===== src/rtl/env_adsr.sv =====
module env_adsr #(
  parameter int PRE_W = 15,
  parameter int EXP_W = 5,
  parameter int ENV_W = 8
) (
  input  logic             clk,
  input  logic             rst_n,
  input  logic             step_en,
  input  logic             wr_en,
  input  logic [1:0]       wr_sel,
  input  logic [7:0]       wr_data,
  output logic [ENV_W-1:0] env_out
);

  typedef enum logic [1:0] {ST_ATK = 2'd0, ST_DEC = 2'd1, ST_REL = 2'd2} st_t;

  localparam logic [ENV_W-1:0] ENV_TOP = {ENV_W{1'b1}};

  st_t              st_q;
  logic             gate_q, frz_q;
  logic [3:0]       atk_q, dec_q, sus_q, rel_q;
  logic [PRE_W-1:0] pre_q;
  logic [EXP_W-1:0] exp_cnt_q, exp_per_q;
  logic [ENV_W-1:0] env_q;

  function automatic logic [PRE_W-1:0] rate_lut(input logic [3:0] c);
    case (c)
      4'd0:    rate_lut = PRE_W'(9);
      4'd1:    rate_lut = PRE_W'(32);
      4'd2:    rate_lut = PRE_W'(63);
      4'd3:    rate_lut = PRE_W'(95);
      4'd4:    rate_lut = PRE_W'(149);
      4'd5:    rate_lut = PRE_W'(220);
      4'd6:    rate_lut = PRE_W'(267);
      4'd7:    rate_lut = PRE_W'(313);
      4'd8:    rate_lut = PRE_W'(392);
      4'd9:    rate_lut = PRE_W'(977);
      4'd10:   rate_lut = PRE_W'(1954);
      4'd11:   rate_lut = PRE_W'(3126);
      4'd12:   rate_lut = PRE_W'(3907);
      4'd13:   rate_lut = PRE_W'(11720);
      4'd14:   rate_lut = PRE_W'(19532);
      default: rate_lut = PRE_W'(31251);
    endcase
  endfunction

  logic [3:0]       code;
  logic [PRE_W-1:0] period;
  logic [PRE_W:0]   pre_inc;
  logic [PRE_W-1:0] pre_nx;
  logic             hit, exp_hit, advance;
  logic [ENV_W-1:0] sus_lvl, env_nx;
  logic             wr_ctl, gate_rise, gate_fall;

  assign code      = (st_q == ST_ATK) ? atk_q : (st_q == ST_DEC) ? dec_q : rel_q;
  assign period    = rate_lut(code);
  assign pre_inc   = {1'b0, pre_q} + 1'b1;
  assign pre_nx    = pre_inc[PRE_W] ? pre_inc[PRE_W-1:0] + 1'b1 : pre_inc[PRE_W-1:0];
  assign hit       = step_en && (pre_nx == period);
  assign exp_hit   = (st_q == ST_ATK) || (exp_cnt_q + EXP_W'(1) == exp_per_q);
  assign advance   = hit && exp_hit && !frz_q;
  assign sus_lvl   = ENV_W'({sus_q, sus_q});
  assign wr_ctl    = wr_en && (wr_sel == 2'd0);
  assign gate_rise = wr_ctl && wr_data[0] && !gate_q;
  assign gate_fall = wr_ctl && !wr_data[0] && gate_q;
  assign env_out   = env_q;

  always_comb begin
    case (st_q)
      ST_ATK:  env_nx = env_q + 1'b1;
      ST_DEC:  env_nx = (env_q == sus_lvl) ? env_q : env_q - 1'b1;
      default: env_nx = env_q - 1'b1;
    endcase
  end

  always_ff @(posedge clk) begin
    if (!rst_n) begin
      st_q      <= ST_REL;
      gate_q    <= 1'b0;
      frz_q     <= 1'b1;
      atk_q     <= '0;
      dec_q     <= '0;
      sus_q     <= '0;
      rel_q     <= '0;
      pre_q     <= '0;
      exp_cnt_q <= '0;
      exp_per_q <= EXP_W'(1);
      env_q     <= '0;
    end else begin
      if (step_en) pre_q <= hit ? '0 : pre_nx;
      if (hit) exp_cnt_q <= exp_hit ? '0 : exp_cnt_q + 1'b1;
      if (advance) begin
        env_q <= env_nx;
        if (st_q == ST_ATK && env_nx == ENV_TOP) st_q <= ST_DEC;
        case (env_nx)
          8'hFF: exp_per_q <= EXP_W'(1);
          8'h5D: exp_per_q <= EXP_W'(2);
          8'h36: exp_per_q <= EXP_W'(4);
          8'h1A: exp_per_q <= EXP_W'(8);
          8'h0E: exp_per_q <= EXP_W'(16);
          8'h06: exp_per_q <= EXP_W'(30);
          8'h00: begin
            exp_per_q <= EXP_W'(1);
            frz_q     <= 1'b1;
          end
          default: ;
        endcase
      end
      if (wr_en) begin
        case (wr_sel)
          2'd0: begin
            gate_q <= wr_data[0];
            if (gate_rise) begin
              st_q  <= ST_ATK;
              frz_q <= 1'b0;
            end else if (gate_fall) begin
              st_q <= ST_REL;
            end
          end
          2'd1: begin
            atk_q <= wr_data[7:4];
            dec_q <= wr_data[3:0];
          end
          2'd2: begin
            sus_q <= wr_data[7:4];
            rel_q <= wr_data[3:0];
          end
          default: ;
        endcase
      end
    end
  end

  assert_attack_up_R4: assert property (@(posedge clk) disable iff (!rst_n)
    (st_q == ST_ATK) |=> (env_q == $past(env_q)) || (env_q == $past(env_q) + 1'b1));

  assert_release_down_R8: assert property (@(posedge clk) disable iff (!rst_n)
    (st_q == ST_REL) |=> (env_q == $past(env_q)) || (env_q == $past(env_q) - 1'b1));

  assert_sustain_floor_R5: assert property (@(posedge clk) disable iff (!rst_n)
    (st_q == ST_DEC && env_q == sus_lvl) |=> $stable(env_q));

  assert_freeze_holds_R7: assert property (@(posedge clk) disable iff (!rst_n)
    frz_q |=> $stable(env_q));

  assert_freeze_zero_R7: assert property (@(posedge clk) disable iff (!rst_n)
    frz_q |-> (env_q == '0));

  assert_idle_hold_R11: assert property (@(posedge clk) disable iff (!rst_n)
    !step_en |=> $stable(env_q) && $stable(pre_q) && $stable(exp_cnt_q));

  assert_exp_bound_R6: assert property (@(posedge clk) disable iff (!rst_n)
    exp_cnt_q < exp_per_q);

endmodule


===== config.mk =====
export PLATFORM = sky130hd
export DESIGN_NAME = env_adsr
export DESIGN_NICKNAME = d
export VERILOG_FILES = /design/src/rtl/env_adsr.sv
export SDC_FILE = /design/constraint.sdc
export NUM_CORES = 1
export LEC_CHECK = 0
export ABC_CLOCK_PERIOD_IN_PS = 5200
export BUFFER_PORTS_ARGS = -buffer_cell sky130_fd_sc_hd__buf_2
export CORE_ASPECT_RATIO = 2
export CORE_MARGIN = 8
export CORE_UTILIZATION = 63
export DETAILED_ROUTE_END_ITERATION = 7
export GPL_TIMING_DRIVEN = 1
export PLACE_DENSITY_LB_ADDON = 0.15
export SYNTH_ARGS = -nofsm -noshare
export SYNTH_HDL_FRONTEND = slang
export SYNTH_SLANG_ARGS = --single-unit

===== constraint.sdc =====
create_clock -name clk -period 5.2 [get_ports clk]
set_clock_uncertainty 0.15 [all_clocks]
set_input_delay 0.78 -clock clk [delete_from_list [all_inputs] [get_ports clk]]
set_output_delay 0.78 -clock clk [all_outputs]
set_load 0.02 [all_outputs]

==> run metrics, run 1 <==
post-CTS setup buffer count 0; synthesized area per cell 8.027 sq um; FF+latch count, synth between 50 and 60; min Tclk post-route 4.630 ns; io pins 22; GRT Total Usage 26.54%; GPL Wtd Cong around 0.97; FP Rows 43; max-slew violation count 0; CP Cell Sequence buf_4 > mux2i_1 > o21ai_1 > inv_1 > ha_1 > inv_1 > o211ai_1 > a21oi_1 > nor3b_1 > nor4_1 > nand4b_1 > or2_2 > a21oi_1 > mux2i_1; status completed; setup_tns 0 ns; initial antenna violation count 0; Post-Synthesis Cells 558; clk buf depth 2; Layout area overhead 5.782%; Detail Placement HPWL between 9 and 10 mm; Worst path slowest cell nor4_1; Max Cap Viol 0; leak pwr between 1.5 and 2 nW; endpoint class of the critical path flip-flop; multiplexer share of the synthesized area 7.095%; ANT nets after route 0; Peak VDD IR 0.1240 mV; complex-gate fraction of the synthesized area 23.38%; clock sink count between 50 and 60; CTS tree built; Worst EP required 5.27 ns; worst hold path type reg2reg; Max Freq ~0.22 GHz; Final setup viols 0; via count 4296; average routed wire per standard cell 19.56 um; area of the multi-input gates 3188 sq um; routed wire length between 10 and 15 mm; Inserted Diodes 0; final hold vios 0; post-synthesis xor/xnor area fraction 9.106%; die area 10230 sq um; slew of the pin with the lowest slew margin 0.9908 ns; global-route wire length before repair 21.11 mm; core area 6940 sq um; fin crit share 89.04%; die width 75.63 um; Mapped Area 4479 sq um; crit path to exp_per_q[2]$_SDFFE_PN0P_; vias in the first global route 4337; root buf cell clkbuf_16; reg-to-reg slack, setup ~0.57 ns; ys flop type dfxtp_1; clk_lat worst skew 0.30 ns; Die H 135.2 um; Inserted Clock Buffers 5; Worst path max stage delay 0.73 ns; Post-Syn Nets 588; initial core utilization 64.54%; drt drc 0; share of flip-flops with an asynchronous set or reset 0%; Seq/Total Area, Yosys about a quarter; RSZ-0062 raised after global routing false; Post-DP Area 4594 sq um; clock-pin slew on the worst setup and hold paths ~0.07 ns; Post-CTS Hold Buffers 0; fraction of the mapped netlist area in adder cells 4.469%; final instance area 4738 sq um; Data arrival, critical path 4.70 ns; power density cells 200.9 nW/um^2; Slew HR 33.95%; CP startpoint st_q[0]$_SDFF_PN0_; post_cts resized 0; simple-gate portion of the synthesized area 27.12%; yosys warns 0; Layout fillers approximately 590; Nets 587; RR Endpoint exp_per_q[2]$_SDFFE_PN0P_; grt total ovfl 0; Worst Reg-to-Reg Cells 14; largest family of logic cells by synthesized area simple AND/OR/NAND/NOR gates; DR pass1 iterations 4; Post-synth EDFFs 0; DRT iter0 DRCs 359; largest net degree at the start of global routing 67; H-tree Lvls 2; Register Area 1061 sq um; share of layout cells above drive strength 1 a little under 9%; RR Startpoint st_q[0]$_SDFF_PN0_; Critical Path Fanout Max 18; CP startpoint kind flip-flop; IO Port Bufs 21; post-DR vias/cell 6.630; count of different cell masters after synthesis 75; critical setup path kind reg2reg
-- logic make-up (layout without fill, tap and decap cells) --
kind of cell	Yosys count	count (layout)
buf+inv	56	56
mux	31	31
simple gates	216	216
fa+ha+maj	16	16
xor+xnor	45	45
compound gates	141	141
flops	53	53
-- routing by layer --
metal	vias up	global-route usage (%)	share of wire (%)
met5	-	0	0
met4	0	18.53	6.5
met3	61	4.154	3.5
met2	127	48.77	54
met1	2029	24.96	36
li1	2079	-	-
-- worst max-delay path, delay by kind of cell (launching register included) --
kind	cells	cell delay (ns)
AO/OA/AOI/OAI	4	1.05
adder cells (fa/ha/maj)	1	0.25
buffers and inverters	3	0.57
flip-flops	1	0.31
multiplexers	2	0.37
AND/OR/NAND/NOR	4	1.85
-- stage by stage --
step | hold slack (ns) | instances | power, mW | util [%] | setup slack, ns
after detailed placement | 0.3211 | 640 | 0.6150 | 66.20 | 0.8291
after floorplan | 0.2961 | 558 | 0.5649 | - | 1.284
after CTS | 0.3308 | 648 | 0.9486 | 68.27 | 0.7647
after global routing | 0.3466 | 648 | 0.9828 | 68.27 | 0.2152
after global placement | 0.3083 | 640 | 0.6090 | 66.20 | 1.012
final | 0.3275 | 648 | 0.9521 | 68.27 | 0.5697
-- how the worst min path moves through the flow --
stage          cells after the start                       from                         to
3_3_place_gp                       2  exp_per_q[2]$_SDFFE_PN0P_  exp_per_q[2]$_SDFFE_PN0P_
2_1_floorplan                      2           frz_q$_SDFF_PN1_           frz_q$_SDFF_PN1_
5_1_grt                            2  exp_per_q[4]$_SDFFE_PN0P_  exp_per_q[4]$_SDFFE_PN0P_
6_report                           2  exp_per_q[4]$_SDFFE_PN0P_  exp_per_q[4]$_SDFFE_PN0P_
3_5_place_dp                       2  exp_per_q[4]$_SDFFE_PN0P_  exp_per_q[4]$_SDFFE_PN0P_
4_1_cts                            2  exp_per_q[4]$_SDFFE_PN0P_  exp_per_q[4]$_SDFFE_PN0P_
-- flip-flops by register name (all words and copies together), names as in the netlist --
signal / flops
exp_per_q: 5
gate_q: 1
frz_q: 1
exp_cnt_q: 5
rel_q: 4
st_q: 2
atk_q: 4
pre_q: 15
sus_q: 4
env_out: 8
dec_q: 4
-- cell usage in the layout, fill, tap and decap left out, types with 9 or more instances in the layout --
cell | netlist | final
nor3_1 | 19 | 19
and3_1 | 11 | 11
nand3_1 | 15 | 15
dfxtp_1 | 53 | 53
a21oi_1 | 12 | 12
o21ai_0 | 23 | 23
a21boi_0 | 9 | 9
xor2_1 | 14 | 14
nand2_1 | 46 | 46
o211ai_1 | 17 | 17
inv_1 | 18 | 18
ha_1 | 16 | 16
mux2i_1 | 28 | 28
buf_2 | 3 | 21
a32o_1 | 11 | 11
nor2_1 | 21 | 21
nor2b_1 | 24 | 24
xnor2_1 | 30 | 30
nand4_1 | 17 | 17
and2_1 | 11 | 11
-- power by group --
part | switching (mW) | internal, mW | total [mW] | leakage [nW]
registers | 0.0105 | 0.412 | 0.423 | 0.429
logic | 0.120 | 0.0683 | 0.188 | 1.36
clock network | 0.162 | 0.179 | 0.341 | 0.0631
total | 0.292 | 0.660 | 0.952 | 1.85
-- cell usage after synthesis, types with 5 or more instances --
| library cell | count | share of area (%) |
|---|---|---|
| a21boi_0 | 9 | 1.5 |
| a21oi_1 | 12 | 1.3 |
| a31oi_1 | 6 | 0.84 |
| a32o_1 | 11 | 2.5 |
| and2_1 | 11 | 1.5 |
| and3_1 | 11 | 1.5 |
| and4_1 | 5 | 0.98 |
| clkbuf_1 | 26 | 2.2 |
| dfxtp_1 | 53 | 24 |
| ha_1 | 16 | 4.5 |
| inv_1 | 18 | 1.5 |
| mux2i_1 | 28 | 6.3 |
| nand2_1 | 46 | 3.9 |
| nand2b_1 | 5 | 0.70 |
| nand3_1 | 15 | 1.7 |
| nand3b_1 | 5 | 0.84 |
| nand4_1 | 17 | 2.4 |
| nor2_1 | 21 | 1.8 |
| nor2b_1 | 24 | 3.4 |
| nor3_1 | 19 | 2.1 |
| nor3b_1 | 6 | 1.0 |
| nor4_1 | 8 | 1.1 |
| o211a_1 | 6 | 1.3 |
| o211ai_1 | 17 | 2.8 |
| o21a_1 | 5 | 0.84 |
| o21ai_0 | 23 | 2.6 |
| o21ai_1 | 7 | 0.78 |
| or3_1 | 6 | 0.84 |
| xnor2_1 | 30 | 5.9 |
| xor2_1 | 14 | 2.7 |
-- cell type report --
type,count,area share [%]
clock buffers,6,2.720
clock inverters,2,0.3169
inverters,20,1.584
multi-input cells,449,67.28
flip-flops and latches,53,22.39
well taps,90,2.377
repair buffers,28,3.327
(Power assumes the default switching activity.)
==> inputs of run 2 (changes only) <==
--- a/config.mk
+++ b/config.mk
@@ -13,6 +13,7 @@
 export DETAILED_ROUTE_END_ITERATION = 7
 export GPL_TIMING_DRIVEN = 1
 export PLACE_DENSITY_LB_ADDON = 0.15
+export RECOVER_POWER = 50
 export SYNTH_ARGS = -nofsm -noshare
 export SYNTH_HDL_FRONTEND = slang
 export SYNTH_SLANG_ARGS = --single-unit
==> run metrics, run 2 (synthesized netlist as in run 1, its figures left out) <==
FP Rows 43; routed wire length 12.69 mm; RSZ-0062 raised after global routing false; clock-pin slew on the worst setup and hold paths about 0.070 ns; Hold Crit Start exp_per_q[4]$_SDFFE_PN0P_; Detail Placement HPWL between 9 and 10 mm; die area 10230 sq um; Worst path slowest cell or3_1; root buf cell clkbuf_16; final instance area 4723 sq um; ANT nets after route 0; final hold vios 0; DRT iter0 DRCs 356; Inserted Diodes 0; Slew HR -58.76%; Max Cap Viol 1; Core Util, Final 68.05%; global-route wire length before repair about 21 mm; Inserted Clock Buffers 5; Placed Cells 640; Post-DP Area approximately 4600 sq um; clock sink count 53; Nets 587; Data arrival, critical path 4.75 ns; critical setup path kind reg2reg; Die H about 140 um; largest net degree at the start of global routing 67; worst hold path type reg2reg; io pins 22; Final setup viols 0; Hold WS 0.3275 ns; Max Freq 0.2123 GHz; H-tree Lvls 2; RR Startpoint st_q[0]$_SDFF_PN0_; Setup WS post-layout 0.4894 ns; endpoint class of the critical path flip-flop; grt total ovfl 0; min Tclk post-route 4.711 ns; average routed wire per standard cell roughly 20 um; GRT Total Usage 26.54%; clk buf depth 2; Critical Path Fanout Max 18; power density cells 200.8 nW/um^2; CTS tree built; non-filler cells, final 648; initial core utilization 64.54%; most frequent cells in the layout dfxtp_1 (53), nand2_1 (46), xnor2_1 (30), mux2i_1 (28), nor2b_1 (24); post-DR vias/cell 6.616; status finished with violations; DR pass1 iterations 4; total power 948.2 uW; Peak VDD IR 0.1239 mV; Layout fillers roughly 590; Post-CTS Hold Buffers 0; IO Port Bufs 21; share of layout cells above drive strength 1 6.989%; die width between 70 and 80 um; Most flops, register pre_q; fin crit share 90.59%; core area 6940 sq um; clk_lat worst skew 0.30 ns; Worst path max stage delay around 0.58 ns; vias in the first global route 4337; reg-to-reg slack, setup between 0.4 and 0.5 ns; violated checks capacitance limit, slew limit; slew of the pin with the lowest slew margin about 2.4 ns; initial antenna violation count 0; pre-CTS setup slack approximately 0.83 ns; CP startpoint st_q[0]$_SDFF_PN0_; post_cts resized 0; CP Cell Sequence buf_4 > mux2i_1 > o21ai_1 > inv_1 > ha_1 > xnor3_1 > o211a_1 > a31oi_1 > nor4b_1 > o2111ai_1 > clkbuf_1 > or3_1 > a21o_1 > a32o_1; setup_tns 0 ns; Worst EP required 5.24 ns; post-CTS setup buffer count 0; via count approximately 4300; Layout area overhead 5.447%; leak pwr 1.813 nW; flip-flop count of the largest register after layout 15; max-slew violation count 67; CP startpoint kind flip-flop; GPL Wtd Cong 0.9664; drt drc 0; commonest non-fill, non-tap cell in the layout dfxtp_1
==> run 2: cell count changes in the layout (fill, tap and decap cells not counted), sizes merged <==
| cell | previous run | this run |
|---|---|---|
| buf | 28 | 18 |
| clkbuf | 6 | 16 |
==> run 2: worst max-delay path: cells and delay by family, from the launching register on <==
family | cells | cell delay [ns]
multiplexers | 1 | 0.13
flip-flops | 1 | 0.31
buffers and inverters | 3 | 0.84
AO/OA/AOI/OAI | 6 | 1.65
AND/OR/NAND/NOR | 2 | 0.95
XOR/XNOR | 1 | 0.32
adder cells (fa/ha/maj) | 1 | 0.27
==> run 2: power by group <==
group | internal [mW] | total [mW] | switching (mW)
Clock | 0.179 | 0.339 | 0.160
Sequential | 0.412 | 0.423 | 0.0105
Combinational | 0.0665 | 0.186 | 0.120
Total | 0.658 | 0.948 | 0.290
==> run 2: layout make-up <==
| cell class | count | area (sq um) | share of cell area [%] |
|---|---|---|---|
| clock buffer | 6 | 128.9 | 2.728 |
| clock inverter | 2 | 15.01 | 0.3179 |
| inverter | 20 | 75.07 | 1.589 |
| multi-input combinational | 449 | 3188 | 67.50 |
| sequential | 53 | 1061 | 22.46 |
| tap | 90 | 112.6 | 2.384 |
| timing repair buffer | 28 | 142.6 | 3.020 |
==> run 2: worst paths after layout <==
path	cells after the start	to
setup / recovery	14	pre_q[5]$_SDFFE_PN0P_
hold / removal	2	exp_per_q[4]$_SDFFE_PN0P_
setup reg to reg	14	pre_q[5]$_SDFFE_PN0P_
hold reg to reg	2	exp_per_q[4]$_SDFFE_PN0P_
==> run 2: routing by layer <==
metal / GRT usage (%) / share of wire (%) / vias to the layer above
li1: - / - / 2078
met1: 24.96 / 36 / 2007
met2: 48.77 / 54 / 137
met3: 4.154 / 3.4 / 65
met4: 18.53 / 6.8 / 0
met5: 0 / 0 / -
==> inputs of run 3 (changes only) <==
--- a/config.mk
+++ b/config.mk
@@ -6,11 +6,11 @@
 export NUM_CORES = 1
 export LEC_CHECK = 0
 export ABC_CLOCK_PERIOD_IN_PS = 5200
-export BUFFER_PORTS_ARGS = -buffer_cell sky130_fd_sc_hd__buf_2
 export CORE_ASPECT_RATIO = 2
 export CORE_MARGIN = 8
-export CORE_UTILIZATION = 63
+export CORE_UTILIZATION = 65
 export DETAILED_ROUTE_END_ITERATION = 7
+export DONT_BUFFER_PORTS = 1
 export GPL_TIMING_DRIVEN = 1
 export PLACE_DENSITY_LB_ADDON = 0.15
 export RECOVER_POWER = 50
==> run metrics, run 3 (synthesized netlist as in run 1, its figures left out) <==
FP Rows 43; Nets approximately 570; register share of total power 42.7%; endpoint class of the critical path flip-flop; fin crit share 82.97%; DR pass1 iterations 5; clock power share between 40% and 50%; Final setup viols 0; sw frac between 20% and 30%; RSZ-0062 raised after global routing false; Detail Placement HPWL 7.931 mm; Slew HR 36.71%; die width 74.70 um; initial core utilization 65.56%; Data arrival, critical path 4.36 ns; Peak VDD IR 0.3146 mV; DRT iter0 DRCs 564; Most flops, register pre_q; max-slew violation count 0; core area 6833 sq um; via count 4160; io pins 22; routed wire length roughly 11 mm; pre-CTS setup slack 1.069 ns; post-CTS setup buffer count 0; Worst EP required 5.24 ns; most frequent cells in the layout dfxtp_1 (53), nand2_1 (46), xnor2_1 (30), mux2i_1 (28), nor2b_1 (24); min Tclk post-route 4.315 ns; GPL Wtd Cong 0.9304; average routed wire per standard cell 17.51 um; final hold vios 0; Max Cap Viol 0; GRT Total Usage 23.44%; commonest non-fill, non-tap cell in the layout dfxtp_1; worst hold path type reg2reg; critical setup path kind reg2reg; initial antenna violation count 0; H-tree Lvls 2; clock-pin slew on the worst setup and hold paths about 0.07 ns; clk_lat worst skew approximately 0.30 ns; ANT nets after route 0; global-route wire length before repair 18.94 mm; die area roughly 10000 sq um; Setup WS post-layout 0.8853 ns; largest net degree at the start of global routing 67; drt drc 0; post-DR vias/cell between 6 and 7; leak pwr roughly 1.8 nW; slew of the pin with the lowest slew margin 0.9375 ns; CP startpoint kind flip-flop; clk buf depth 2; status completed; Inserted Diodes 0; Max Freq around 0.23 GHz; Post-CTS Hold Buffers 0; Pint between 700 and 800 uW; grt total ovfl 0; setup_tns 0 ns; CTS tree built; vias in the first global route 3887; Critical Path Fanout Max 14; share of layout cells above drive strength 1 between 5 and 6%; sw power roughly 280 uW; IO Port Bufs 0; power density cells 210.9 nW/um^2; clock sink count 53; Layout area overhead 4.218%; Logic pwr share 17.0%; root buf cell clkbuf_16; Inserted Clock Buffers 5; Die H ~130 um; post_cts resized 0; total power 984.3 uW; flip-flop count of the largest register after layout 15
-- run 3: area by class of cell --
cell class              instances  area [sq um]
fillers                       610          2165
multi-input cells             449          3188
repair buffers                  8         56.30
clock buffers                   5         125.1
well taps                      90         112.6
clock inverters                 3         50.05
flip-flops and latches         53          1061
inverters                      20         75.07
-- run 3: power groups by stage --
stage	Clock, mW	Sequential [mW]	Combinational (mW)
CTS	0.405	0.420	0.167
floorplan	0	0.427	0.138
global route	0.420	0.421	0.184
global placement	0	0.429	0.163
finish	0.397	0.420	0.168
detailed placement	0	0.430	0.165
-- run 3: final timing paths --
| kind | start | endpoint | slack (ns) | cells past startpoint |
|---|---|---|---|---|
| setup reg to reg | st_q[0]$_SDFF_PN0_ | pre_q[5]$_SDFFE_PN0P_ | 0.89 | 10 |
| hold / removal | exp_per_q[4]$_SDFFE_PN0P_ | exp_per_q[4]$_SDFFE_PN0P_ | 0.32 | 2 |
| setup / recovery | st_q[0]$_SDFF_PN0_ | pre_q[5]$_SDFFE_PN0P_ | 0.89 | 10 |
| hold reg to reg | exp_per_q[4]$_SDFFE_PN0P_ | exp_per_q[4]$_SDFFE_PN0P_ | 0.32 | 2 |
-- run 3: critical path: stages, from the launching register on --
cell,delay (ns)
dfxtp_1,0.56
mux2_1,0.40
o21ai_1,0.72
o21ai_0,0.23
a22o_1,0.26
nor4b_1,0.37
o2111ai_1,0.16
clkbuf_1,0.30
or3_1,0.58
a21o_1,0.23
a32o_1,0.24
-- run 3: per-stage QoR --
step | cells | utilization (%) | instance area (sq um) | hold WS (ns)
floorplan | 558 | - | 4479 | 0.2961
global placement | 620 | 65.81 | 4497 | 0.3101
detailed placement | 620 | 65.81 | 4497 | 0.3200
CTS | 628 | 68.38 | 4672 | 0.3302
global route | 628 | 68.32 | 4668 | 0.3475
finish | 628 | 68.32 | 4668 | 0.3244
-- run 3: metal layers --
| layer | routed length (um) | share of wire (%) | global-route usage, % |
|---|---|---|---|
| met1 | 4790 | 44 | 31.50 |
| met2 | 5089 | 46 | 34.63 |
| met3 | 879 | 8.0 | 6.250 |
| met5 | 0 | 0 | 0 |
| met4 | 236 | 2.1 | 7.912 |
